$ cat src/rtl/rts_fc_pkg.sv
// Package: shared types for the automatic RTS flow controller.
// Assumes: nothing beyond IEEE 1800-2017.
package rts_fc_pkg;

    // How the RTS pin is currently decided
    typedef enum logic [1:0] {
        RTS_MANUAL   = 2'd0,  // pin follows the modem-control request
        RTS_HELD_OFF = 2'd1,  // automatic on but not armed: pin de-asserted
        RTS_AUTO     = 2'd2   // automatic and armed: pin follows FIFO level
    } rts_mode_e;

    // Decode the control bits into a mode
    function automatic rts_mode_e decode_mode(input logic auto_en, input logic req);
        if (!auto_en)
            return RTS_MANUAL;
        else if (!req)
            return RTS_HELD_OFF;
        else
            return RTS_AUTO;
    endfunction

endpackage

$ cat src/rtl/rts_level_monitor.sv
// Module: rts_level_monitor
// Tracks whether the remote transmitter should be paused, using two
// thresholds with hysteresis. Pause wins over resume when they overlap.
// Assumes: the memory is cleared whenever automatic mode is not active.
module rts_level_monitor #(
    parameter int LEVEL_W = 6
) (
    input  logic               clk,
    input  logic               rst_n,
    input  logic               active,
    input  logic [LEVEL_W-1:0] level,
    input  logic [LEVEL_W-1:0] pause_at,
    input  logic [LEVEL_W-1:0] resume_below,
    output logic               paused_d,
    output logic               paused_q
);

    // Next paused state from the thresholds
    always_comb begin
        paused_d = paused_q;
        if (!active)
            paused_d = 1'b0;
        else if (level >= pause_at)
            paused_d = 1'b1;
        else if (level < resume_below)
            paused_d = 1'b0;
    end

    // Hold the paused state
    always_ff @(posedge clk) begin
        if (!rst_n)
            paused_q <= 1'b0;
        else
            paused_q <= paused_d;
    end

endmodule

$ cat src/rtl/rts_pin_driver.sv
// Module: rts_pin_driver
// Registers the active-low RTS pin from the selected mode and reports
// when the pin is about to change.
// Assumes: reset value of the pin is de-asserted (1).
module rts_pin_driver
    import rts_fc_pkg::*;
(
    input  logic clk,
    input  logic rst_n,
    input  logic auto_en,
    input  logic req,
    input  logic paused_d,
    output logic rts_n_q,
    output logic toggle
);

    rts_mode_e mode;
    logic      rts_n_d;

    // Choose the next pin level
    always_comb begin
        mode = decode_mode(auto_en, req);
        case (mode)
            RTS_MANUAL:   rts_n_d = ~req;
            RTS_HELD_OFF: rts_n_d = 1'b1;
            default:      rts_n_d = paused_d;
        endcase
        toggle = rts_n_d ^ rts_n_q;
    end

    // Register the pin
    always_ff @(posedge clk) begin
        if (!rst_n)
            rts_n_q <= 1'b1;
        else
            rts_n_q <= rts_n_d;
    end

endmodule

$ cat src/rtl/rts_event_irq.sv
// Module: rts_event_irq
// Holds the RTS interrupt enable, which is writable only while unlocked,
// and a sticky status flag set by each enabled pin transition.
// Assumes: a set in the same clock as a read takes priority.
module rts_event_irq (
    input  logic clk,
    input  logic rst_n,
    input  logic unlock,
    input  logic we,
    input  logic wdata,
    input  logic toggle,
    input  logic rd,
    output logic en_q,
    output logic flag_q
);

    // Gated enable register
    always_ff @(posedge clk) begin
        if (!rst_n)
            en_q <= 1'b0;
        else if (we && unlock)
            en_q <= wdata;
    end

    // Sticky status flag, cleared by a read
    always_ff @(posedge clk) begin
        if (!rst_n)
            flag_q <= 1'b0;
        else if (toggle && en_q)
            flag_q <= 1'b1;
        else if (rd)
            flag_q <= 1'b0;
    end

endmodule

$ cat src/rtl/rts_flow_ctrl.sv
// Module: rts_flow_ctrl (top)
// Automatic RTS flow control: pauses the remote transmitter from the
// receive FIFO level once armed, and flags every RTS pin transition.
// Assumes: rx_level is a synchronous count in 0..FIFO_DEPTH.
module rts_flow_ctrl #(
    parameter int FIFO_DEPTH = 32,
    localparam int LEVEL_W = $clog2(FIFO_DEPTH + 1)
) (
    input  logic               clk,
    input  logic               rst_n,
    input  logic [LEVEL_W-1:0] rx_level,
    input  logic [LEVEL_W-1:0] pause_level,
    input  logic [LEVEL_W-1:0] resume_level,
    input  logic               auto_rts_en,
    input  logic               feat_unlock,
    input  logic               mcr_rts_a,
    input  logic               mcr_rts_b,
    input  logic               int_en_we,
    input  logic               int_en_wdata,
    input  logic               isr_rd,
    output logic               rts_n,
    output logic               rts_int_en,
    output logic               rts_int_flag,
    output logic               irq
);

    logic req;
    logic paused_d;
    logic paused_q;
    logic toggle;

    // Combined modem-control request
    always_comb req = mcr_rts_a | mcr_rts_b;

    rts_level_monitor #(.LEVEL_W(LEVEL_W)) u_level (
        .clk          (clk),
        .rst_n        (rst_n),
        .active       (auto_rts_en & req),
        .level        (rx_level),
        .pause_at     (pause_level),
        .resume_below (resume_level),
        .paused_d     (paused_d),
        .paused_q     (paused_q)
    );

    rts_pin_driver u_pin (
        .clk      (clk),
        .rst_n    (rst_n),
        .auto_en  (auto_rts_en),
        .req      (req),
        .paused_d (paused_d),
        .rts_n_q  (rts_n),
        .toggle   (toggle)
    );

    rts_event_irq u_irq (
        .clk    (clk),
        .rst_n  (rst_n),
        .unlock (feat_unlock),
        .we     (int_en_we),
        .wdata  (int_en_wdata),
        .toggle (toggle),
        .rd     (isr_rd),
        .en_q   (rts_int_en),
        .flag_q (rts_int_flag)
    );

    // Request follows the status flag
    always_comb irq = rts_int_flag;

endmodule

$ cat config.mk
export PLATFORM = sky130hd
export DESIGN_NAME = rts_flow_ctrl
export DESIGN_NICKNAME = d
export VERILOG_FILES = /design/src/rtl/rts_fc_pkg.sv /design/src/rtl/rts_level_monitor.sv /design/src/rtl/rts_pin_driver.sv /design/src/rtl/rts_event_irq.sv /design/src/rtl/rts_flow_ctrl.sv
export SDC_FILE = /design/constraint.sdc
export NUM_CORES = 1
export LEC_CHECK = 0
export ABC_AREA = 1
export BUFFER_PORTS_ARGS = -buffer_cell sky130_fd_sc_hd__buf_2
export CORE_AREA = 2 2 39 41
export CTS_CLUSTER_DIAMETER = 60
export DETAILED_ROUTE_END_ITERATION = 10
export DIE_AREA = 0 0 41 43
export GPL_TIMING_DRIVEN = 0
export HOLD_SLACK_MARGIN = 0.08
export PLACE_DENSITY = 0.81
export REMOVE_ABC_BUFFERS = 1
export SLEW_MARGIN = 15
export SYNTH_ARGS = -nofsm -noshare
export SYNTH_HDL_FRONTEND = slang
export SYNTH_SLANG_ARGS = --single-unit
$ cat constraint.sdc
create_clock -name clk -period 1.6 [get_ports clk]
set_input_delay 0.4 -clock clk [delete_from_list [all_inputs] [get_ports clk]]
set_output_delay 0.4 -clock clk [all_outputs]
set_load 0.02 [all_outputs]
==> metrics, run 1 <==
outcome=finished clean; synthesized area=504 µm²; vias in the first global route=495; initial drt markers=3; Post-synth ARST share=0%; synth top area cells=ha_1 (27%), nand2_1 (17%), dfxtp_1 (16%); area leader, netlist=ha_1; detailed-route vias per instance=4.30; Routability Congestion=0.675; flops & latches, synth=4; CP required=1.77 ns; leakage power=0.455 nW; Slew Viols, Final=0; Fin. Hold Viols=0; most numerous cell on the critical path=nand2_1; PD cells=535 nW/µm²; cells along the critical path=buf_2 -> ha_1 -> nand2_1 -> inv_1 -> a21oi_2 -> nand2_1 -> nand2_1 -> nand2_1 -> nand2_2 -> nand2_2 -> nand2_2 -> nand3_2 -> a21oi_2; Longest Clk Path Bufs=2; max_cap viols=0; antenna violations before repair=0; H-tree depth=1; Die Width=41 µm; full die area=1760 µm²; syn_area_per_cell=6.38 µm²; Max Fanout on Critical Path=4; reg2reg start=u_level.paused_q; WS Path Type=primary input to flop; die height=43 µm; share of cells above drive strength 1=37.8%; Routed Antenna Nets=0; dpl cells=124; Critical Path AT=1.57 ns; Yosys top cell area share=27.3%; dominant cell by count in the synthesized netlist=nand2_1; Port Buffers=30; post-synth cell types=15; period utilization=87.7%; Post-CTS Setup Bufs=0; clk_lat worst skew=0.23 ns; Setup crit start kind=primary input; slowest stage cell, crit path=ha_1; Max VDD drop=0.338 mV; synth warn=0; number of synthesized flops with an enable pin=0; most frequent cells after synthesis=nand2_1 (23), inv_1 (21), ha_1 (11), dfxtp_1 (4); Hold Path Origin=rst_n; DP Wirelength=815 µm; Core ar.=1380 µm²; Hold Crit Class=primary input to flop; first-pass GRT wire length=1.61 mm; clock sink total=4; Finish-stage setup viols=0; Layout area overhead=36.7%; worst clock skew=0.00159 ns; final worst path period need=1.40 ns; slowest stage delay, CP=0.30 ns; routed via count=546; post-cts resize count=0; critical path endpoint category=flop; CP startpoint=rx_level[5]; largest net degree at the start of global routing=5; Final #Nets=151; setup tns final=0 ns; Cells after Synth=79; row cnt=14; I/O pins=31; Post-CTS Hold Buffers=0; WL/cell=6.93 µm; Main synth FF type=dfxtp_1; Rel. slew slack=91.6%; CTS tree=built; total gr overflow=0; design area=689 µm²; Slew @ Worst Pin=0.126 ns; RSZ-0062 raised after global routing=false; DRT Pass-1 Iters=2; DRC errors left=0; GRT Overall Usage=12.9%; Non-Filler Instances=127; CTS Buf Count=3; Placed Area=667 µm²; starting density of the core=36.4%; clk slew on worst S/H paths=0.04 ns; fmax=713 MHz; Root Driver=clkbuf_4; ant diodes=0; Seq/Total Area, Yosys=15.9%; WL final=880 µm
-- cell usage in the layout, fill, tap and decap left out, types with 2 or more instances in the layout --
cell      count
inv_1        21
nor2_1        3
nand3_1       3
buf_2        30
ha_1         11
a21oi_2       3
a21oi_1       2
dfxtp_1       4
nand2_1      23
nand2_2       3
clkbuf_4      3
-- final timing paths --
check | depth (start not counted) | end | slack (ns)
max | 13 | u_irq.flag_q | 0.20
min reg2reg | 2 | u_irq.flag_q | 0.48
min | 2 | u_pin.rts_n_q | 0.37
max reg2reg | 6 | u_irq.flag_q | 0.79
-- metal layers --
| layer | routed length, µm | global-route usage (%) | share of wire [%] |
|---|---|---|---|
| met1 | 342 | 14.2 | 39 |
| met2 | 483 | 22.5 | 55 |
| met3 | 54 | 1.57 | 6.1 |
| met4 | 0 | 6.00 | 0 |
| met5 | 0 | 0 | 0 |
-- stage by stage --
step                utilization, %  power (mW)  hold slack, ns  worst slack (ns)
finish                        49.8       0.369           0.372             0.197
global route                  49.8       0.407           0.390            0.0276
floorplan                        -       0.195           0.484             0.115
CTS                           49.8       0.380           0.365             0.185
detailed placement            48.2       0.247           0.480           -0.0630
global placement              48.2       0.242           0.474           -0.0529
-- critical path, delay by kind of cell --
kind,cells,cell delay (ns)
compound gates,2,0.22
fa+ha+maj,1,0.30
buf+inv,2,0.16
simple gates,8,0.50
-- cell type report --
cell class | instances | area [µm²]
clock buffer | 3 | 22.5
fill | 155 | 694
inverter | 22 | 82.6
multi-input combinational | 52 | 334
sequential | 4 | 80.1
tap | 16 | 20.0
timing repair buffer | 30 | 150
-- logic make-up (layout without fill, tap and decap cells) --
family / after synthesis / in the layout / share of synthesized area [%]
buffers and inverters: 23 / 55 / 17.9
DFF: 4 / 4 / 15.9
and+or+nand+nor: 34 / 34 / 29.3
adders and majority gates: 11 / 11 / 27.3
AOI/OAI and AO/OA: 7 / 7 / 9.68
-- where the power goes --
group          internal (mW)  switching (mW)
combinational         0.0641          0.0690
clock                 0.0840          0.0424
sequential             0.106         0.00389
-- state kept, by name, summed over array words and instances (netlist names) --
signal            count
u_irq.flag_q          1
u_pin.rts_n_q         1
u_level.paused_q      1
u_irq.en_q            1
No activity file was read; power rests on OpenSTA's default activity.
==> run 2: changes to the inputs <==
- CTS_BUF_LIST: not set -> sky130_fd_sc_hd__clkbuf_8
==> metrics, run 2 (same netlist as run 1, synthesis figures left out) <==
full die area=1760 µm² (unchanged); DP Wirelength=815 µm (unchanged); Die Width=41 µm (unchanged); worst clock skew=0.00162 ns (was 0.00159 ns); initial drt markers=2 (was 3); final worst path period need=1.43 ns (was 1.40 ns); WL/cell=7.27 µm (was 6.93 µm); reg2reg path depth=7 (was 6); Max Fanout on Critical Path=4 (unchanged); max_cap viols=0 (unchanged); Worst R2R Setup Slack=0.78 ns (was 0.79 ns); DRT Pass-1 Iters=2 (unchanged); Critical Path AT=1.58 ns (was 1.57 ns); Rel. slew slack=91.9% (was 91.6%); Max VDD drop=0.420 mV (was 0.338 mV); slowest stage delay, CP=0.30 ns (about the same); ant diodes=0 (unchanged); Finish-stage setup viols=0 (unchanged); WL final=923 µm (was 880 µm); fmax=699 MHz (was 713 MHz); Final #Nets=151 (unchanged); routed via count=551 (was 546); most common cell after layout, fill and taps aside=buf_2 (unchanged); CP required=1.75 ns (was 1.77 ns); filler cell count=155 (unchanged); Port Buffers=30 (unchanged); antenna violations before repair=0 (unchanged); post-cts resize count=0 (unchanged); Setup crit start kind=primary input (unchanged); H-tree depth=1 (unchanged); CTS tree=built (unchanged); Root Driver=clkbuf_8 (was clkbuf_4); reg2reg start=u_level.paused_q (unchanged); Placed Area=667 µm² (unchanged); row cnt=14 (unchanged); share of cells above drive strength 1=37.8% (unchanged); slowest stage cell, crit path=ha_1 (unchanged); Longest Clk Path Bufs=2 (unchanged); outcome=finished clean (unchanged); clock sink total=4 (unchanged); detailed-route vias per instance=4.34 (was 4.30); PD cells=645 nW/µm² (was 535 nW/µm²); Slew Viols, Final=0 (unchanged); I/O pins=31 (unchanged); CTS Buf Count=3 (unchanged); Post-CTS Hold Buffers=0 (unchanged); Hold Path Origin=rst_n (unchanged); period utilization=89.4% (was 87.7%); Core ar.=1380 µm² (unchanged); CP startpoint=rx_level[5] (unchanged); Fin. Hold Viols=0 (unchanged); clk slew on worst S/H paths=0.03 ns (was 0.04 ns); WS Path Type=primary input to flop (unchanged); clk_lat worst skew=0.22 ns (was 0.23 ns); total gr overflow=0 (unchanged); vias in the first global route=495 (unchanged); first-pass GRT wire length=1.68 mm (was 1.61 mm); largest net degree at the start of global routing=5 (unchanged); Hold Crit Class=primary input to flop (unchanged); WHS Path Cells=2 (unchanged); critical path endpoint category=flop (unchanged); total power=457 µW (was 369 µW); RSZ-0062 raised after global routing=false (unchanged); Slew @ Worst Pin=0.122 ns (was 0.126 ns); setup tns final=0 ns (unchanged); GRT Overall Usage=14.0% (was 12.9%); Routed Antenna Nets=0 (unchanged); Routability Congestion=0.675 (unchanged); most numerous cell on the critical path=nand2_1 (unchanged); Worst Hold End=u_pin.rts_n_q (unchanged); starting density of the core=36.4% (unchanged); DRC errors left=0 (unchanged); RR Endpoint=u_irq.flag_q (unchanged); Post-CTS Setup Bufs=0 (unchanged); design area=708 µm² (was 689 µm²); leakage power=0.463 nW (was 0.455 nW); die height=43 µm (unchanged); Layout area overhead=40.4% (was 36.7%); cells along the critical path=buf_2 -> ha_1 -> nand2_1 -> inv_1 -> a21oi_2 -> nand2_1 -> nand2_1 -> nand2_1 -> nand2_2 -> nand2_2 -> nand2_2 -> nand3_2 -> a21oi_2 (unchanged); most frequent cells in the layout=buf_2 (30), nand2_1 (23), inv_1 (21) (unchanged)
[run 2: power breakdown]
part | switching (mW) | internal, mW | total, mW
clock network | 0.0523 | 0.160 | 0.213
registers | 0.00367 | 0.106 | 0.110
logic | 0.0699 | 0.0644 | 0.134
total | 0.126 | 0.331 | 0.457
[run 2: final cells by class]
cell class	instances	area [µm²]	area share [%]
clock buffer	3	41.3	5.83
inverter	22	82.6	11.7
multi-input combinational	52	334	47.2
sequential	4	80.1	11.3
tap	16	20.0	2.83
timing repair buffer	30	150	21.2
[run 2: critical path, delay by kind of cell]
family | cells | cell delay [ns]
AND/OR/NAND/NOR | 8 | 0.52
buffers and inverters | 2 | 0.16
AO/OA/AOI/OAI | 2 | 0.22
adder cells (fa/ha/maj) | 1 | 0.30
[run 2: metal layers]
metal	vias up	routed length, µm	track usage, %
met5	-	0	0
met4	0	9	6.00
met3	2	57	3.14
met2	17	518	25.0
met1	230	337	14.2
li1	302	-	-
[run 2: worst max-delay path by stage]
stage	to	slack [ns]	depth (start not counted)
CTS	u_irq.flag_q	0.15	13
finish	u_irq.flag_q	0.17	13
global route	u_irq.flag_q	0.007	13
global placement	u_irq.flag_q	-0.05	12
detailed placement	u_irq.flag_q	-0.06	12
floorplan	u_irq.flag_q	0.12	13
[run 2: metrics by stage]
step | hold WS, ns | setup WS, ns | utilization [%] | instances
5_1_grt | 0.414 | 0.00687 | 51.2 | 127
3_3_place_gp | 0.474 | -0.0529 | 48.2 | 124
2_1_floorplan | 0.484 | 0.115 | - | 78
4_1_cts | 0.392 | 0.154 | 51.2 | 127
3_5_place_dp | 0.480 | -0.0630 | 48.2 | 124
6_report | 0.391 | 0.170 | 51.2 | 127
==> run 3: changes to the inputs <==
- CTS_CLUSTER_SIZE: not set -> 30
- REMOVE_ABC_BUFFERS: 1 -> not set
==> metrics, run 3 (same netlist as run 1, synthesis figures left out) <==
Core ar.=1380 µm² (unchanged); Post-Syn Nets=117; Final #Nets=152 (was 151); starting density of the core=36.4% (unchanged); RSZ-0062 raised after global routing=false (unchanged); Routed Antenna Nets=0 (unchanged); H-tree depth=1 (unchanged); CTS tree=built (unchanged); Max Fanout on Critical Path=4 (unchanged); Post-CTS Setup Bufs=0 (unchanged); initial drt markers=1 (was 2); Post-CTS Hold Buffers=0 (unchanged); leakage power=0.469 nW (was 0.463 nW); die height=43 µm (unchanged); Port Buffers=30 (unchanged); ant diodes=0 (unchanged); vias in the first global route=464 (was 495); most frequent cells in the layout=buf_2 (30), nand2_1 (22), inv_1 (21) (was buf_2 (30), nand2_1 (23), inv_1 (21)); fmax=698 MHz (was 699 MHz); Critical Path AT=1.58 ns (about the same); row cnt=14 (unchanged); clock sink total=4 (unchanged); max_cap viols=0 (unchanged); first-pass GRT wire length=1.50 mm (was 1.68 mm); Non-Filler Instances=128 (was 127); Root Driver=clkbuf_8 (unchanged); Die Width=41 µm (unchanged); Rel. slew slack=91.8% (was 91.9%); DP Wirelength=831 µm (was 815 µm); CP required=1.75 ns (about the same); Slew Viols, Final=0 (unchanged); PD cells=635 nW/µm² (was 645 nW/µm²); post-cts resize count=0 (unchanged); WS Path Type=primary input to flop (unchanged); Combinational Power Share=30.2% (was 29.4%); antenna violations before repair=0 (unchanged); routed via count=555 (was 551); Hold Slack=0.387 ns (was 0.391 ns); Seq pwr share=24.1% (was 24.0%); Fin. Hold Viols=0 (unchanged); share of cells above drive strength 1=39.3% (was 37.8%); detailed-route vias per instance=4.34 (about the same); clk_lat worst skew=0.21 ns (was 0.22 ns); switch share=27.1% (was 27.6%); outcome=finished clean (unchanged); P_int=332 µW (was 331 µW); Hold Crit Class=primary input to flop (unchanged); Routability Congestion=0.631 (was 0.675); filler cell count=145 (was 155); final worst path period need=1.43 ns (about the same); clk slew on worst S/H paths=0.03 ns (about the same); switching power=123 µW (was 126 µW); setup tns final=0 ns (unchanged); Longest Clk Path Bufs=2 (unchanged); Layout area overhead=42.4% (was 40.4%); total power=456 µW (was 457 µW); largest net degree at the start of global routing=5 (unchanged); WL/cell=7.31 µm (was 7.27 µm); full die area=1760 µm² (unchanged); most common cell after layout, fill and taps aside=buf_2 (unchanged); I/O pins=31 (unchanged); WL final=936 µm (was 923 µm); period utilization=89.6% (was 89.4%); Finish-stage setup viols=0 (unchanged); clock power share=45.6% (was 46.6%); CTS Buf Count=3 (unchanged); dpl cells=125 (was 124); DRT Pass-1 Iters=2 (unchanged); Setup crit start kind=primary input (unchanged); GRT Overall Usage=12.7% (was 14.0%); total gr overflow=0 (unchanged); DRC errors left=0 (unchanged); Max VDD drop=0.631 mV (was 0.420 mV); Final Core Density=51.9% (was 51.2%); Slew @ Worst Pin=0.123 ns (was 0.122 ns); worst clock skew=0.00188 ns (was 0.00162 ns); critical path endpoint category=flop (unchanged)
[run 3: changes by cell type in the layout (fill, tap and decap cells not counted)]
cell and delta:
buf_4 +1, nand2_1 -1, nand2_2 +1
[run 3: path summary, 6_finish.rpt]
path                                        from  cells past startpoint             to  slack (ns)
worst min register to register        u_irq.en_q                      2   u_irq.flag_q        0.48
worst max-delay path                 rx_level[5]                     13   u_irq.flag_q        0.17
worst max register to register  u_level.paused_q                      6   u_irq.flag_q        0.79
worst min-delay path                       rst_n                      2  u_pin.rts_n_q        0.39
[run 3: layout make-up]
| cell class | instances | area, µm² | area share (%) |
|---|---|---|---|
| plain buffers | 1 | 7.51 | 1.05 |
| clock buffers | 3 | 41.3 | 5.75 |
| inverters | 22 | 82.6 | 11.5 |
| multi-input cells | 52 | 337 | 46.9 |
| flip-flops and latches | 4 | 80.1 | 11.1 |
| well taps | 16 | 20.0 | 2.79 |
| repair buffers | 30 | 150 | 20.9 |
[run 3: power by group through the flow]
stage | combinational [mW] | sequential [mW] | clock (mW)
floorplan | 0.0799 | 0.116 | 0
global placement | 0.132 | 0.111 | 0
detailed placement | 0.137 | 0.111 | 0
CTS | 0.138 | 0.110 | 0.214
global route | 0.161 | 0.110 | 0.221
finish | 0.138 | 0.110 | 0.208
[run 3: critical path, stage by stage]
cell     delay [ns]
buf_2          0.11
ha_1           0.31
nand2_2        0.08
inv_1          0.05
a21oi_2        0.12
nand2_1        0.06
nand2_1        0.05
nand2_1        0.06
nand2_2        0.09
nand2_2        0.05
nand2_2        0.05
nand3_2        0.06
a21oi_2        0.11
[run 3: per-stage QoR]
| stage | worst slack [ns] | instance area [µm²] |
|---|---|---|
| finish | 0.166 | 718 |
| global route | 0.000868 | 718 |
| CTS | 0.148 | 716 |
| detailed placement | -0.0699 | 674 |
| global placement | -0.0518 | 674 |
| floorplan | 0.115 | 504 |
[run 3: routing by layer]
metal | track usage [%] | up-vias | wire, µm
li1 | - | 303 | -
met1 | 12.5 | 231 | 363
met2 | 20.9 | 17 | 487
met3 | 3.14 | 4 | 61
met4 | 10.0 | 0 | 23
met5 | 0 | - | 0
